### src/rtl/pdiv_pkg.sv
package pdiv_pkg;
    typedef enum logic [1:0] {
        ST_IDLE,
        ST_PREP,
        ST_ITER,
        ST_FIX
    } pdiv_state_e;
endpackage

### src/rtl/pdiv_mag.sv
// Sign and magnitude of a two's complement value.
module pdiv_mag #(
    parameter int unsigned W = 32
) (
    input  logic [W-1:0] val,
    output logic         neg,
    output logic [W-1:0] mag
);
    always_comb begin
        neg = val[W-1];
        mag = neg ? (~val + 1'b1) : val;
    end
endmodule

### src/rtl/pdiv_step.sv
// One restoring division step: shift in a dividend bit, trial-subtract.
module pdiv_step #(
    parameter int unsigned W = 32
) (
    input  logic [W-1:0] rem,
    input  logic         in_bit,
    input  logic [W-1:0] dsr,
    output logic [W-1:0] rem_nxt,
    output logic         q_bit
);
    logic [W:0] trial;
    logic [W:0] diff;

    always_comb begin
        trial   = {rem, in_bit};
        diff    = trial - {1'b0, dsr};
        q_bit   = (trial >= {1'b0, dsr});
        rem_nxt = q_bit ? diff[W-1:0] : trial[W-1:0];
    end
endmodule

### src/rtl/pdiv_fix.sv
// Apply result signs and detect a quotient outside the signed range.
module pdiv_fix #(
    parameter int unsigned W = 32
) (
    input  logic [W-1:0] q_mag,
    input  logic [W-1:0] r_mag,
    input  logic         q_neg,
    input  logic         r_neg,
    output logic [W-1:0] q,
    output logic [W-1:0] r,
    output logic         ovf
);
    localparam logic [W-1:0] MIN_MAG = {1'b1, {(W-1){1'b0}}};

    always_comb begin
        ovf = q_neg ? (q_mag > MIN_MAG) : q_mag[W-1];
        q   = q_neg ? (~q_mag + 1'b1) : q_mag;
        r   = r_neg ? (~r_mag + 1'b1) : r_mag;
    end
endmodule

### src/rtl/pair_divider.sv
module pair_divider
    import pdiv_pkg::*;
#(
    parameter int unsigned XLEN  = 32,
    parameter int unsigned RNUMW = 4
) (
    input  logic             clk,
    input  logic             rst_n,
    input  logic             start,
    input  logic [RNUMW-1:0] reg_num,
    input  logic [XLEN-1:0]  pair_even_in,
    input  logic [XLEN-1:0]  pair_odd_in,
    input  logic             dsr_sel,
    input  logic [XLEN-1:0]  dsr_reg_in,
    input  logic [XLEN-1:0]  dsr_word_in,
    output logic             busy,
    output logic             done,
    output logic             wr_en,
    output logic [XLEN-1:0]  even_out,
    output logic [XLEN-1:0]  odd_out,
    output logic             div_exc,
    output logic             spec_exc
);
    localparam int unsigned DLEN = 2 * XLEN;
    localparam int unsigned CW   = $clog2(XLEN);
    localparam logic [CW-1:0] LAST = CW'(XLEN - 1);

    typedef struct packed {
        pdiv_state_e      st;
        logic [XLEN-1:0]  even;
        logic [XLEN-1:0]  odd;
        logic [XLEN-1:0]  dsr;
        logic             rn_odd;
        logic [XLEN-1:0]  rem;
        logic [XLEN-1:0]  quo;
        logic [XLEN-1:0]  dmag;
        logic             dvd_neg;
        logic             dsr_neg;
        logic [CW-1:0]    cnt;
        logic             done;
        logic             wr;
        logic             dexc;
        logic             sexc;
        logic [XLEN-1:0]  even_o;
        logic [XLEN-1:0]  odd_o;
    } pdiv_regs_t;

    pdiv_regs_t r_d, r_q;

    logic            dvd_neg_w, dsr_neg_w, q_bit_w, ovf_w;
    logic [DLEN-1:0] dvd_mag_w;
    logic [XLEN-1:0] dsr_mag_w, rem_nxt_w, q_fix_w, r_fix_w;

    pdiv_mag #(.W(DLEN)) i_dvd_mag (
        .val ({r_q.even, r_q.odd}),
        .neg (dvd_neg_w),
        .mag (dvd_mag_w)
    );

    pdiv_mag #(.W(XLEN)) i_dsr_mag (
        .val (r_q.dsr),
        .neg (dsr_neg_w),
        .mag (dsr_mag_w)
    );

    pdiv_step #(.W(XLEN)) i_step (
        .rem     (r_q.rem),
        .in_bit  (r_q.quo[XLEN-1]),
        .dsr     (r_q.dmag),
        .rem_nxt (rem_nxt_w),
        .q_bit   (q_bit_w)
    );

    pdiv_fix #(.W(XLEN)) i_fix (
        .q_mag (r_q.quo),
        .r_mag (r_q.rem),
        .q_neg (r_q.dvd_neg ^ r_q.dsr_neg),
        .r_neg (r_q.dvd_neg),
        .q     (q_fix_w),
        .r     (r_fix_w),
        .ovf   (ovf_w)
    );

    always_comb begin
        r_d      = r_q;
        r_d.done = 1'b0;
        r_d.wr   = 1'b0;
        r_d.dexc = 1'b0;
        r_d.sexc = 1'b0;
        unique case (r_q.st)
            ST_IDLE: begin
                if (start) begin
                    r_d.st     = ST_PREP;
                    r_d.even   = pair_even_in;
                    r_d.odd    = pair_odd_in;
                    r_d.dsr    = dsr_sel ? dsr_word_in : dsr_reg_in;
                    r_d.rn_odd = reg_num[0];
                end
            end
            ST_PREP: begin
                r_d.rem     = dvd_mag_w[DLEN-1:XLEN];
                r_d.quo     = dvd_mag_w[XLEN-1:0];
                r_d.dmag    = dsr_mag_w;
                r_d.dvd_neg = dvd_neg_w;
                r_d.dsr_neg = dsr_neg_w;
                r_d.cnt     = '0;
                if (r_q.rn_odd || (r_q.dsr == '0) ||
                    (dvd_mag_w[DLEN-1:XLEN] >= dsr_mag_w)) begin
                    r_d.st     = ST_IDLE;
                    r_d.done   = 1'b1;
                    r_d.sexc   = r_q.rn_odd;
                    r_d.dexc   = !r_q.rn_odd;
                    r_d.even_o = r_q.even;
                    r_d.odd_o  = r_q.odd;
                end else begin
                    r_d.st = ST_ITER;
                end
            end
            ST_ITER: begin
                r_d.rem = rem_nxt_w;
                r_d.quo = {r_q.quo[XLEN-2:0], q_bit_w};
                r_d.cnt = r_q.cnt + 1'b1;
                if (r_q.cnt == LAST) begin
                    r_d.st = ST_FIX;
                end
            end
            ST_FIX: begin
                r_d.st   = ST_IDLE;
                r_d.done = 1'b1;
                if (ovf_w) begin
                    r_d.dexc   = 1'b1;
                    r_d.even_o = r_q.even;
                    r_d.odd_o  = r_q.odd;
                end else begin
                    r_d.wr     = 1'b1;
                    r_d.even_o = r_fix_w;
                    r_d.odd_o  = q_fix_w;
                end
            end
            default: r_d.st = ST_IDLE;
        endcase
    end

    always_ff @(posedge clk or negedge rst_n) begin
        if (!rst_n) begin
            r_q    <= '0;
            r_q.st <= ST_IDLE;
        end else begin
            r_q <= r_d;
        end
    end

    assign busy     = (r_q.st != ST_IDLE);
    assign done     = r_q.done;
    assign wr_en    = r_q.wr;
    assign even_out = r_q.even_o;
    assign odd_out  = r_q.odd_o;
    assign div_exc  = r_q.dexc;
    assign spec_exc = r_q.sexc;

    AST_EXC_NO_WRITE: assert property (@(posedge clk) disable iff (!rst_n)
        (div_exc || spec_exc) |-> !wr_en);
    AST_EXC_KEEPS_PAIR: assert property (@(posedge clk) disable iff (!rst_n)
        (div_exc || spec_exc) |-> (even_out == r_q.even && odd_out == r_q.odd));
    AST_ONE_EXC: assert property (@(posedge clk) disable iff (!rst_n)
        $onehot0({div_exc, spec_exc}));
    AST_SPEC_ODD: assert property (@(posedge clk) disable iff (!rst_n)
        spec_exc |-> r_q.rn_odd);
    AST_ZERO_DIV: assert property (@(posedge clk) disable iff (!rst_n)
        (done && r_q.dsr == '0 && !r_q.rn_odd) |-> div_exc);
    AST_REM_SIGN: assert property (@(posedge clk) disable iff (!rst_n)
        (wr_en && even_out != '0) |-> (even_out[XLEN-1] == r_q.dvd_neg));
    AST_DONE_PULSE: assert property (@(posedge clk) disable iff (!rst_n)
        done |=> !done);
    AST_DONE_IDLE: assert property (@(posedge clk) disable iff (!rst_n)
        done |-> !busy);
    AST_BUSY_HOLDS: assert property (@(posedge clk) disable iff (!rst_n)
        (busy && start) |=> ($stable(r_q.even) && $stable(r_q.odd) && $stable(r_q.dsr)));
endmodule

### config.mk
export PLATFORM = sky130hd
export DESIGN_NAME = pair_divider
export DESIGN_NICKNAME = d
export VERILOG_FILES = /design/src/rtl/pdiv_pkg.sv /design/src/rtl/pdiv_mag.sv /design/src/rtl/pdiv_step.sv /design/src/rtl/pdiv_fix.sv /design/src/rtl/pair_divider.sv
export SDC_FILE = /design/constraint.sdc
export NUM_CORES = 1
export LEC_CHECK = 0
export BUFFER_PORTS_ARGS = -buffer_cell sky130_fd_sc_hd__buf_4
export CAP_MARGIN = 10
export CELL_PAD_IN_SITES_DETAIL_PLACEMENT = 1
export CELL_PAD_IN_SITES_GLOBAL_PLACEMENT = 1
export CORE_MARGIN = 2
export CORE_UTILIZATION = 45
export CTS_CLUSTER_DIAMETER = 50
export DETAILED_ROUTE_END_ITERATION = 12
export GPL_TIMING_DRIVEN = 1
export HOLD_SLACK_MARGIN = 0.1
export MAX_ROUTING_LAYER = met4
export PLACE_DENSITY_LB_ADDON = 0.1
export SLEW_MARGIN = 20
export SYNTH_ARGS = -nofsm -noshare
export SYNTH_HDL_FRONTEND = slang
export SYNTH_SLANG_ARGS = --single-unit
### constraint.sdc
create_clock -name clk -period 6.1 [get_ports clk]
set_input_delay 0.915 -clock clk [delete_from_list [all_inputs] [get_ports clk]]
set_output_delay 0.915 -clock clk [all_outputs]
set_load 0.05 [all_outputs]
==> flow_metrics.py <==
metrics = {
    "clocking": {
        "numClockSinks": 270,
        "clk_latency_ps": 560,
        "cts_buffers": 42,
        "cts_hold_buf": 0,
        "cts_setup_buffers": 0,
        "cts_root_buf": "clkbuf_16",
        "h-tree-depth": 2,
        "clk_pin_slew_ps": 50,
        "cts_tree": "done",
        "clk_path_buf_depth": 3,
    },
    "sta": {
        "hold_viol": 0,
        "finalSetupViolations": 0,
        "fin_tns_setup_ps": 0,
        "layout_min_cycle_time_ps": 5760,
        "max_freq_mhz": 174,
        "rsz0062_at_grt": "no",
        "post-route-period-util_pct": 94.5,
        "slew_viol_final": 0,
        "slew_headroom_pct": 26.9,
        "tightest_slew_ps": 1100,
        "finClkSkew_ps": 12.4,
    },
    "critical_path": {
        "regToRegSetupSlack_ps": 340,
        "startpoint_type": "register",
        "cp_top_family": "simple AND/OR/NAND/NOR gates",
        "critPathKind": "reg -> reg",
        "cp.required_ps": 6530,
        "r2r_cells": 18,
        "crit_slowest_cell": "or4_1",
        "path_cells": "or4_1 > or4_1 > buf_4 > nor3_1 > buf_4 > nand3_1 > o41ai_1 > xnor2_1 > ha_1 > a21o_1 > a2111oi_0 > o211ai_1 > nand4_1 > nand4_1 > mux2i_4 > buf_12 > buf_12 > o21ai_0",
        "critPathCaptureType": "register",
        "path_buf_inv": 4,
        "cp_data_arrival_time_ps": 6190,
        "path_max_fanout": 42,
        "r2r_start": "r_q[215]",
        "slowest_delay_ps": 610,
        "r2r_end": "even_out[18]",
    },
    "floorplan": {
        "die-area_sq_um": 41300,
        "die_h_um": 203,
        "coreArea_sq_um": 38900,
        "start_util_pct": 45.9,
        "rows": 72,
        "die_x_um": 203,
        "boundaryPins": 205,
    },
    "placement": {
        "gp_congestion": 0.896,
        "port_buffers": 201,
        "dp_hpwl_mm": 41.9,
    },
    "min_path": {
        "hp-class": "in -> async",
    },
    "synth": {
        "yosysUniqueCellTypes": 76,
        "ys_ff_latch": 270,
        "avgSynthCellArea_sq_um": 8.98,
        "syn_inst": 1988,
        "synthFlopType": "dfrtp_1",
        "synth_enable_flop_cells": 0,
        "netlist_area_sq_um": 17900,
        "synthArstFlopShare_pct": 100,
        "ys_seq_area_share_pct": 37.8,
        "syn_nets": 2200,
        "yosysWarnings": 0,
    },
    "job": {
        "cap_viol_max_count": 0,
    },
    "final_layout": {
        "fin_nets": 2299,
        "fillCellCount": 4543,
        "multi_input_area_sq_um": 9980,
        "syn2layout_area_growth_pct": 17.0,
        "num_antenna_cells": 0,
        "final_cell_mix": "o21ai_0, dfrtp_1, nand2_1",
        "drive_gt1_share_pct": 20.4,
        "regArea_sq_um": 6760,
        "final_common_cell": "o21ai_0",
    },
    "routing": {
        "viasPerCell": 5.75,
        "vias": 15160,
        "drt-total-wl_mm": 56.5,
        "drt_iter0_drc": 796,
        "drt.antenna.violating_nets": 0,
        "drc": 0,
        "wl_per_cell_um": 21.4,
        "dr.pass1.iters": 5,
    },
    "global_route": {
        "overflow": 0,
        "grt_max_degree": 115,
        "grt_pass1_vias": 15759,
        "grt_first_pass_wirelength_mm": 89.8,
        "grt_antenna_before_repair": 0,
        "grt_usage_pct": 28.6,
    },
    "outcome": {
        "status": "complete, no violations",
    },
}
[per-stage QoR]
stage               cells  setup WS [ps]  utilization, %  hold WS, ps  instance area, sq um
floorplan            1988            765               -          451                 17900
global placement     2561            335            49.9          465                 19400
detailed placement   2561            194            49.9          472                 19400
CTS                  2636            198            53.7          368                 20900
global route         2636            127            53.7          392                 20900
finish               2636            339            53.7          332                 20900
[layer usage]
layer	wire length, um	track usage [%]	vias to the layer above
met5	0	-	-
met4	1170	7.30	0
met3	2740	3.20	75
met2	25100	43.2	388
met1	27500	40.9	7494
li1	-	-	7203
[flip-flops by register name, summed over array words and instances (netlist names), named ones only]
| signal | cells |
|---|---|
| r_q | 201 |
| even_out | 32 |
| odd_out | 32 |
| div_exc | 1 |
| done | 1 |
| spec_exc | 1 |
| wr_en | 1 |
[cells by family after synthesis]
family,after synthesis,synth area share [%]
AO/OA/AOI/OAI,551,18.5
AND/OR/NAND/NOR,519,13.7
flip-flops,270,37.8
buffers and inverters,239,6.53
XOR/XNOR,176,8.63
multiplexers,157,9.48
adder cells (fa/ha/maj),76,5.37
[worst max-delay path by stage]
stage	from	to	slack, ps	depth (start not counted)
floorplan	r_q[209]	odd_out[8]	770	21
CTS	r_q[225]	even_out[18]	200	18
finish	r_q[215]	even_out[18]	340	18
detailed placement	r_q[225]	even_out[18]	190	18
global route	r_q[225]	even_out[13]	130	18
global placement	r_q[225]	even_out[15]	340	18
[area by class of cell]
| type | instances | area share [%] |
|---|---|---|
| multi-input combinational | 1479 | 47.8 |
| clock buffer | 52 | 5.56 |
| timing repair buffer | 235 | 8.78 |
| tap | 518 | 3.10 |
| clock inverter | 23 | 1.37 |
| sequential | 270 | 32.3 |
| inverter | 59 | 1.06 |
[timing repair]
| item | CTS | global route |
|---|---|---|
| endpoints found under the hold margin | 0 | 0 |
| setup endpoints to repair | 0 | 27 |
| resized for setup | 0 | 1 |
[synthesized netlist by cell type (4+ instances only)]
library cell / number / area, sq um
o31ai_1: 44 / 330
nor2_1: 80 / 300
nand3_1: 31 / 155
mux2_2: 97 / 1090
xor2_1: 108 / 946
buf_2: 5 / 25.0
ha_1: 75 / 938
nor4_1: 9 / 56.3
o21bai_1: 5 / 37.5
nor2b_1: 7 / 43.8
a22oi_1: 20 / 150
o22ai_1: 7 / 43.8
a221oi_1: 4 / 35.0
o21a_1: 7 / 52.6
or2_2: 7 / 43.8
nand2b_1: 12 / 75.1
a31oi_1: 12 / 75.1
buf_1: 7 / 26.3
clkbuf_1: 101 / 379
xnor2_1: 68 / 596
o41ai_1: 18 / 158
dfrtp_1: 270 / 6760
and2_1: 8 / 50.1
nor3_1: 13 / 65.1
o221ai_1: 5 / 43.8
and3_1: 6 / 37.5
buf_4: 64 / 480
o21ai_0: 279 / 1400
a21o_1: 28 / 210
a21oi_1: 83 / 415
nand2_1: 266 / 998
inv_1: 59 / 221
o211ai_1: 6 / 45.0
or3_1: 23 / 144
or4_1: 22 / 165
nand4_1: 16 / 100
mux2i_1: 60 / 601
Power is not shown: default switching activity piles up to over one toggle a cycle in this logic, so the estimate is an artifact.
